[config.mk]
export PLATFORM = sky130hd
export DESIGN_NAME = brcond_unit
export DESIGN_NICKNAME = d
export VERILOG_FILES = /design/src/rtl/brc_pkg.sv /design/src/rtl/brc_cfg_regs.sv /design/src/rtl/brc_line_eval.sv /design/src/rtl/brc_combine.sv /design/src/rtl/brcond_unit.sv
export SDC_FILE = /design/constraint.sdc
export NUM_CORES = 1
export LEC_CHECK = 0
export ABC_AREA = 1
export BUFFER_PORTS_ARGS = -buffer_cell sky130_fd_sc_hd__buf_4
export CAP_MARGIN = 5
export CORE_MARGIN = 2
export CORE_UTILIZATION = 35
export CTS_CLUSTER_SIZE = 16
export DETAILED_ROUTE_END_ITERATION = 16
export PLACE_DENSITY = 0.65
export SYNTH_ARGS = -nofsm -noshare
export SYNTH_HDL_FRONTEND = slang
export SYNTH_HIERARCHICAL = 1
export SYNTH_SLANG_ARGS = --single-unit
[constraint.sdc]
create_clock -name clk -period 1.3 [get_ports clk]
set_input_delay 0.13 -clock clk [delete_from_list [all_inputs] [get_ports clk]]
set_output_delay 0.13 -clock clk [all_outputs]
set_load 0.05 [all_outputs]
[src/rtl/brc_pkg.sv]
package brc_pkg;
    localparam int NUM_LINES = 4;
    localparam int LINE_LSB  = 0;
    localparam int LINE_MSB  = 1;
    localparam int LINE_ZERO = 2;
    localparam int LINE_PAT  = 3;

    typedef enum logic {
        CFG_MASK  = 1'b0,
        CFG_VALUE = 1'b1
    } cfg_sel_e;
endpackage

[src/rtl/brc_cfg_regs.sv]
module brc_cfg_regs
    import brc_pkg::*;
#(
    parameter int DATA_W = 8
) (
    input  logic              clk,
    input  logic              rst_n,
    input  logic              we_i,
    input  logic              sel_i,
    input  logic [DATA_W-1:0] data_i,
    output logic [DATA_W-1:0] mask_o,
    output logic [DATA_W-1:0] value_o
);
    typedef struct packed {
        logic [DATA_W-1:0] mask;
        logic [DATA_W-1:0] value;
    } cfg_state_t;

    cfg_state_t state_d, state_q;
    cfg_sel_e   sel;

    assign sel = cfg_sel_e'(sel_i);

    always_comb begin
        state_d = state_q;
        if (we_i) begin
            if (sel == CFG_MASK) state_d.mask  = data_i;
            else                 state_d.value = data_i;
        end
    end

    always_ff @(posedge clk or negedge rst_n) begin
        if (!rst_n) state_q <= '0;
        else        state_q <= state_d;
    end

    assign mask_o  = state_q.mask;
    assign value_o = state_q.value;

    // a mask write lands on the next edge
    p_mask_write_r5: assert property (@(posedge clk) disable iff (!rst_n)
        (we_i && !sel_i) |=> (mask_o == $past(data_i)));

    // a value write lands on the next edge
    p_value_write_r5: assert property (@(posedge clk) disable iff (!rst_n)
        (we_i && sel_i) |=> (value_o == $past(data_i)));

    // no write enable, no change
    p_hold_r11: assert property (@(posedge clk) disable iff (!rst_n)
        !we_i |=> ($stable(mask_o) && $stable(value_o)));
endmodule

[src/rtl/brc_line_eval.sv]
module brc_line_eval
    import brc_pkg::*;
#(
    parameter int DATA_W = 8,
    parameter int LINES  = NUM_LINES
) (
    input  logic [DATA_W-1:0] acc_i,
    input  logic [DATA_W-1:0] mask_i,
    input  logic [DATA_W-1:0] value_i,
    output logic [LINES-1:0]  lines_o
);
    for (genvar k = 0; k < LINES; k++) begin : g_line
        if (k == LINE_LSB) begin : g_lsb
            assign lines_o[k] = acc_i[0];
        end else if (k == LINE_MSB) begin : g_msb
            assign lines_o[k] = acc_i[DATA_W-1];
        end else if (k == LINE_ZERO) begin : g_zero
            assign lines_o[k] = ~|acc_i;
        end else begin : g_pat
            assign lines_o[k] = ((acc_i & mask_i) == value_i);
        end
    end
endmodule

[src/rtl/brc_combine.sv]
module brc_combine #(
    parameter int LINES = 4,
    parameter int SEL_W = $clog2(LINES)
) (
    input  logic [LINES-1:0] lines_i,
    input  logic             valid_i,
    input  logic [SEL_W-1:0] sel_i,
    input  logic             invert_i,
    input  logic             set_mode_i,
    input  logic [LINES-1:0] set_i,
    output logic             taken_o
);
    logic [LINES-1:0] pick;
    logic             hit;

    always_comb begin
        pick = '0;
        if (set_mode_i) pick = set_i;
        else            pick[sel_i] = 1'b1;
        hit     = |(lines_i & pick);
        taken_o = valid_i & (hit ^ invert_i);
    end
endmodule

[src/rtl/brcond_unit.sv]
module brcond_unit
    import brc_pkg::*;
#(
    parameter int DATA_W = 8,
    localparam int SEL_W = $clog2(NUM_LINES),
    localparam int OP_W  = SEL_W + 1
) (
    input  logic                 clk,
    input  logic                 rst_n,
    input  logic [DATA_W-1:0]    acc_i,
    input  logic                 br_valid_i,
    input  logic [OP_W-1:0]      br_op_i,
    input  logic                 br_set_mode_i,
    input  logic [NUM_LINES-1:0] br_lines_i,
    input  logic                 cfg_we_i,
    input  logic                 cfg_sel_i,
    input  logic [DATA_W-1:0]    cfg_data_i,
    output logic                 taken_o
);
    logic [DATA_W-1:0]    pat_mask, pat_value;
    logic [NUM_LINES-1:0] lines;

    brc_cfg_regs #(.DATA_W(DATA_W)) u_cfg (
        .clk     (clk),
        .rst_n   (rst_n),
        .we_i    (cfg_we_i),
        .sel_i   (cfg_sel_i),
        .data_i  (cfg_data_i),
        .mask_o  (pat_mask),
        .value_o (pat_value)
    );

    brc_line_eval #(.DATA_W(DATA_W), .LINES(NUM_LINES)) u_lines (
        .acc_i   (acc_i),
        .mask_i  (pat_mask),
        .value_i (pat_value),
        .lines_o (lines)
    );

    brc_combine #(.LINES(NUM_LINES), .SEL_W(SEL_W)) u_comb (
        .lines_i    (lines),
        .valid_i    (br_valid_i),
        .sel_i      (br_op_i[SEL_W-1:0]),
        .invert_i   (br_op_i[OP_W-1]),
        .set_mode_i (br_set_mode_i),
        .set_i      (br_lines_i),
        .taken_o    (taken_o)
    );

    // no strobe, no branch
    p_idle_not_taken_r7: assert property (@(posedge clk) disable iff (!rst_n)
        !br_valid_i |-> !taken_o);

    // low-bit test
    p_lsb_line_r2: assert property (@(posedge clk) disable iff (!rst_n)
        (br_valid_i && !br_set_mode_i && br_op_i == 3'b000) |-> (taken_o == acc_i[0]));

    // high-bit test
    p_msb_line_r3: assert property (@(posedge clk) disable iff (!rst_n)
        (br_valid_i && !br_set_mode_i && br_op_i == 3'b001) |-> (taken_o == acc_i[DATA_W-1]));

    // zero test
    p_zero_line_r4: assert property (@(posedge clk) disable iff (!rst_n)
        (br_valid_i && !br_set_mode_i && br_op_i == 3'b010) |-> (taken_o == (acc_i == '0)));

    // inverted zero test
    p_not_zero_r6: assert property (@(posedge clk) disable iff (!rst_n)
        (br_valid_i && !br_set_mode_i && br_op_i == 3'b110) |-> (taken_o == (acc_i != '0)));

    // empty line set follows polarity only
    p_empty_set_r9: assert property (@(posedge clk) disable iff (!rst_n)
        (br_valid_i && br_set_mode_i && br_lines_i == '0) |-> (taken_o == br_op_i[OP_W-1]));
endmodule

==> metrics.txt <==
# TYPE chip_impl_metric gauge
chip_impl_metric{name="synth_sequential_area_ratio",unit="%"} 39.9
chip_impl_metric{name="routed_wl",unit="microns"} 2380
chip_impl_metric{name="syn_area_per_cell",unit="sq um"} 6.69
chip_impl_metric{name="grt_antenna_before_repair",unit=""} 0
chip_impl_metric{name="number_of_distinct_standard_cells_referenced_by_the_synthesized_netlist",unit=""} 16
chip_impl_metric{name="clock-skew-final",unit="ns"} 0
chip_impl_metric{name="first_pass_iters",unit=""} 4
chip_impl_info{name="startpoint_type",value="flip-flop"} 1
chip_impl_info{name="slowest_stage",value="dfrtp_1"} 1
chip_impl_metric{name="grt_overflow_total",unit=""} 0
chip_impl_metric{name="insertion_delay",unit="ns"} 0.27
chip_impl_metric{name="wl_per_cell",unit="microns"} 10.9
chip_impl_metric{name="post_route_worst_setup_slack",unit="ns"} -0.502
chip_impl_info{name="root_buffer",value="clkbuf_4"} 1
chip_impl_metric{name="worst-endpoint-required",unit="ns"} 1.17
chip_impl_metric{name="worst-slew-pin-transition",unit="ns"} 0.212
chip_impl_metric{name="tritoncts.num_buffers",unit=""} 3
chip_impl_metric{name="critical_path_arrival",unit="ns"} 1.67
chip_impl_metric{name="grt_first_pass_wirelength",unit="microns"} 4100
chip_impl_metric{name="die_h",unit="microns"} 57.5
chip_impl_metric{name="crit_buf_inv",unit=""} 1
chip_impl_metric{name="cp_slowest_stage_delay",unit="ns"} 0.40
chip_impl_metric{name="power_leakage",unit="nW"} 0.766
chip_impl_metric{name="finalNetCount",unit=""} 219
chip_impl_metric{name="gp_congestion",unit=""} 0.813
chip_impl_metric{name="pin_count",unit=""} 30
chip_impl_info{name="min-delay-path-class",value="in -> reg"} 1
chip_impl_metric{name="synthesis.instances",unit=""} 150
chip_impl_metric{name="gr-usage-all-layers",unit="%"} 15.8
chip_impl_metric{name="power_density",unit="nW/um^2"} 926
chip_impl_metric{name="dp_hpwl",unit="microns"} 1810
chip_impl_metric{name="detailedPlace.worstSlack",unit="ns"} -0.270
chip_impl_metric{name="drt_iter0_markers",unit=""} 35
chip_impl_metric{name="vdd.ir_drop.worst",unit="mV"} 0.785
chip_impl_metric{name="route.vias.total",unit=""} 1034
chip_impl_info{name="nature_of_the_critical_path_endpoint",value="primary output"} 1
chip_impl_metric{name="layout-drive-gt1-share",unit="%"} 28.7
chip_impl_metric{name="clk_pin_slew_worst_paths",unit="ns"} 0.09
chip_impl_metric{name="cp_max_fo",unit=""} 3
chip_impl_metric{name="sequential_cell_area",unit="sq um"} 400
chip_impl_metric{name="finalHoldViolCount",unit=""} 0
chip_impl_info{name="critPathMostFrequentCell",value="nand2_1"} 1
chip_impl_metric{name="ctsHtreeMaxLevel",unit=""} 1
chip_impl_metric{name="port-buffer-count",unit=""} 29
chip_impl_metric{name="num-fill-cells",unit=""} 272
chip_impl_info{name="outcome",value="finished, violations left"} 1
chip_impl_metric{name="grt_pass1_vias",unit=""} 1018
chip_impl_info{name="critPathKind",value="reg -> out"} 1
chip_impl_metric{name="maxCapViolCount",unit=""} 0
chip_impl_metric{name="n_antenna_cell",unit=""} 0
chip_impl_info{name="rsz0062_at_grt",value="yes"} 1
chip_impl_metric{name="multiInputGateArea",unit="sq um"} 519
chip_impl_metric{name="final-max-slew-violation-count",unit=""} 0
chip_impl_metric{name="clock-sinks",unit=""} 16
chip_impl_info{name="worstPathCellList",value="nand3_1, nand2_1, nor2_1, nand2_1, nor2_2, o211ai_2, nand2_1, nor2_2, nand2_1, nand2_2, nor2_4, buf_6"} 1
chip_impl_metric{name="fmax",unit="MHz"} 555
chip_impl_metric{name="final_util",unit="%"} 49.0
chip_impl_metric{name="synth_nets",unit=""} 179
chip_impl_metric{name="maximum_clock_insertion_buffer_count",unit=""} 2
chip_impl_metric{name="die-width",unit="microns"} 57.5
chip_impl_metric{name="ys_seq_elements",unit=""} 16
chip_impl_metric{name="yosysWarningCount",unit=""} 6
chip_impl_metric{name="vias_per_cell",unit=""} 4.72
chip_impl_metric{name="hold-worst-slack",unit="ns"} 0.0871
chip_impl_metric{name="initial_core_utilization",unit="%"} 36.7
chip_impl_metric{name="rows",unit=""} 19
chip_impl_info{name="tritoncts_clock_tree",value="yes"} 1
chip_impl_metric{name="synthToLayoutAreaGrowth",unit="%"} 33.5
chip_impl_metric{name="final_min_period_over_clock_period",unit="%"} 139
chip_impl_metric{name="placeableCoreArea",unit="sq um"} 2730
chip_impl_info{name="failed_checks",value="setup timing"} 1
chip_impl_metric{name="die_area",unit="sq um"} 3310
chip_impl_metric{name="grt_start_max_net_pins",unit=""} 19
chip_impl_metric{name="setup_viol_count_final",unit=""} 1
chip_impl_metric{name="ant_nets",unit=""} 0
chip_impl_metric{name="drc",unit=""} 0
chip_impl_metric{name="synth.cell_area",unit="sq um"} 1000
chip_impl_metric{name="slew-limit-headroom",unit="%"} 85.9
chip_impl_metric{name="period_needed",unit="ns"} 1.80
chip_impl_info{name="crit_family",value="simple AND/OR/NAND/NOR gates"} 1
[cell usage after synthesis, drive strengths merged]
master	instances	share of area [%]
inv	12	5.2
dfrtp	16	40
nand3	24	12
nand2	78	30
buf	5	4.9
nor3	1	0.50
nor2	11	4.6
o211ai	1	1.2
nor3b	1	0.75
nand3b	1	0.75
[worst register-to-register path, stage by stage, from the launching register on]
cell	delay, ns
dfrtp_1	0.41
buf_4	0.14
nand2_1	0.05
nand2_1	0.05
[per-stage QoR]
step                      cells  power, mW  TNS (ns)  instance area [sq um]
after floorplan             150      0.811    -0.144                   1010
after global placement      212      0.956    -0.224                   1270
after detailed placement    212      0.973    -0.270                   1270
after CTS                   218       1.25    -0.525                   1330
after global routing        219       1.33    -0.676                   1340
final                       219       1.24    -0.502                   1340
[final cells by class]
type	instances	area share [%]
clock buffer	3	1.68
inverter	12	3.92
multi-input combinational	117	38.7
sequential	16	29.9
tap	31	2.89
timing repair buffer	40	22.9
[power by group]
part / internal [mW] / total [mW] / switching, mW
Combinational: 0.191 / 0.383 / 0.192
Sequential: 0.560 / 0.608 / 0.0485
Clock: 0.107 / 0.250 / 0.143
Total: 0.858 / 1.24 / 0.383
[sequential cells by signal, summed over array words and instances, names as in the netlist]
register / cells
u_cfg/mask_o: 8
u_cfg/value_o: 8
[worst paths after layout]
kind                                         startpoint                           end  slack [ns]  cells past startpoint
min in group asynchronous                         rst_n   u_cfg/mask_o[4]$_DFFE_PN0P_        0.24                      2
max                         u_cfg/mask_o[7]$_DFFE_PN0P_                       taken_o       -0.50                     12
min reg2reg                u_cfg/value_o[0]$_DFFE_PN0P_  u_cfg/value_o[0]$_DFFE_PN0P_        0.51                      2
min                                       cfg_data_i[4]  u_cfg/value_o[4]$_DFFE_PN0P_        0.09                      3
max reg2reg                 u_cfg/mask_o[4]$_DFFE_PN0P_   u_cfg/mask_o[4]$_DFFE_PN0P_        0.55                      3
max in group asynchronous                         rst_n  u_cfg/value_o[0]$_DFFE_PN0P_        0.88                      2
[cells in the final DEF, fill, tap and decap left out, drive strengths merged]
cell	instances
dlygate4sd3	1
nor2	11
nand3	24
nor3	1
nand3b	1
clkbuf	3
nand2	78
dfrtp	16
nor3b	1
buf	39
o211ai	1
inv	12
[routing by layer]
layer / vias up / track usage, % / share of wire [%]
met3: 2 / 1.81 / 5.1
li1: 543 / - / -
met5: - / 0 / 0
met4: 0 / 5.98 / 0.71
met1: 465 / 19.1 / 44
met2: 24 / 28.4 / 50
[cell families (layout without fill, tap and decap cells)]
family	count (synthesis)	in the layout	share of synthesized area [%]
AO/OA/AOI/OAI	1	1	1.25
buffers and inverters	17	55	10.1
flip-flops	16	16	39.9
AND/OR/NAND/NOR	116	116	48.8
[timing repair]
item / in CTS / in global routing
hold endpoints to repair: 16 / 0
pin swaps: 2 / 2
buffers inserted: 2 / 1
resized for setup: 4 / 1
hold buffers: 1 / 0
cloned: 0 / 0
endpoints found under the setup margin: 1 / 1
(Power assumes the default switching activity.)
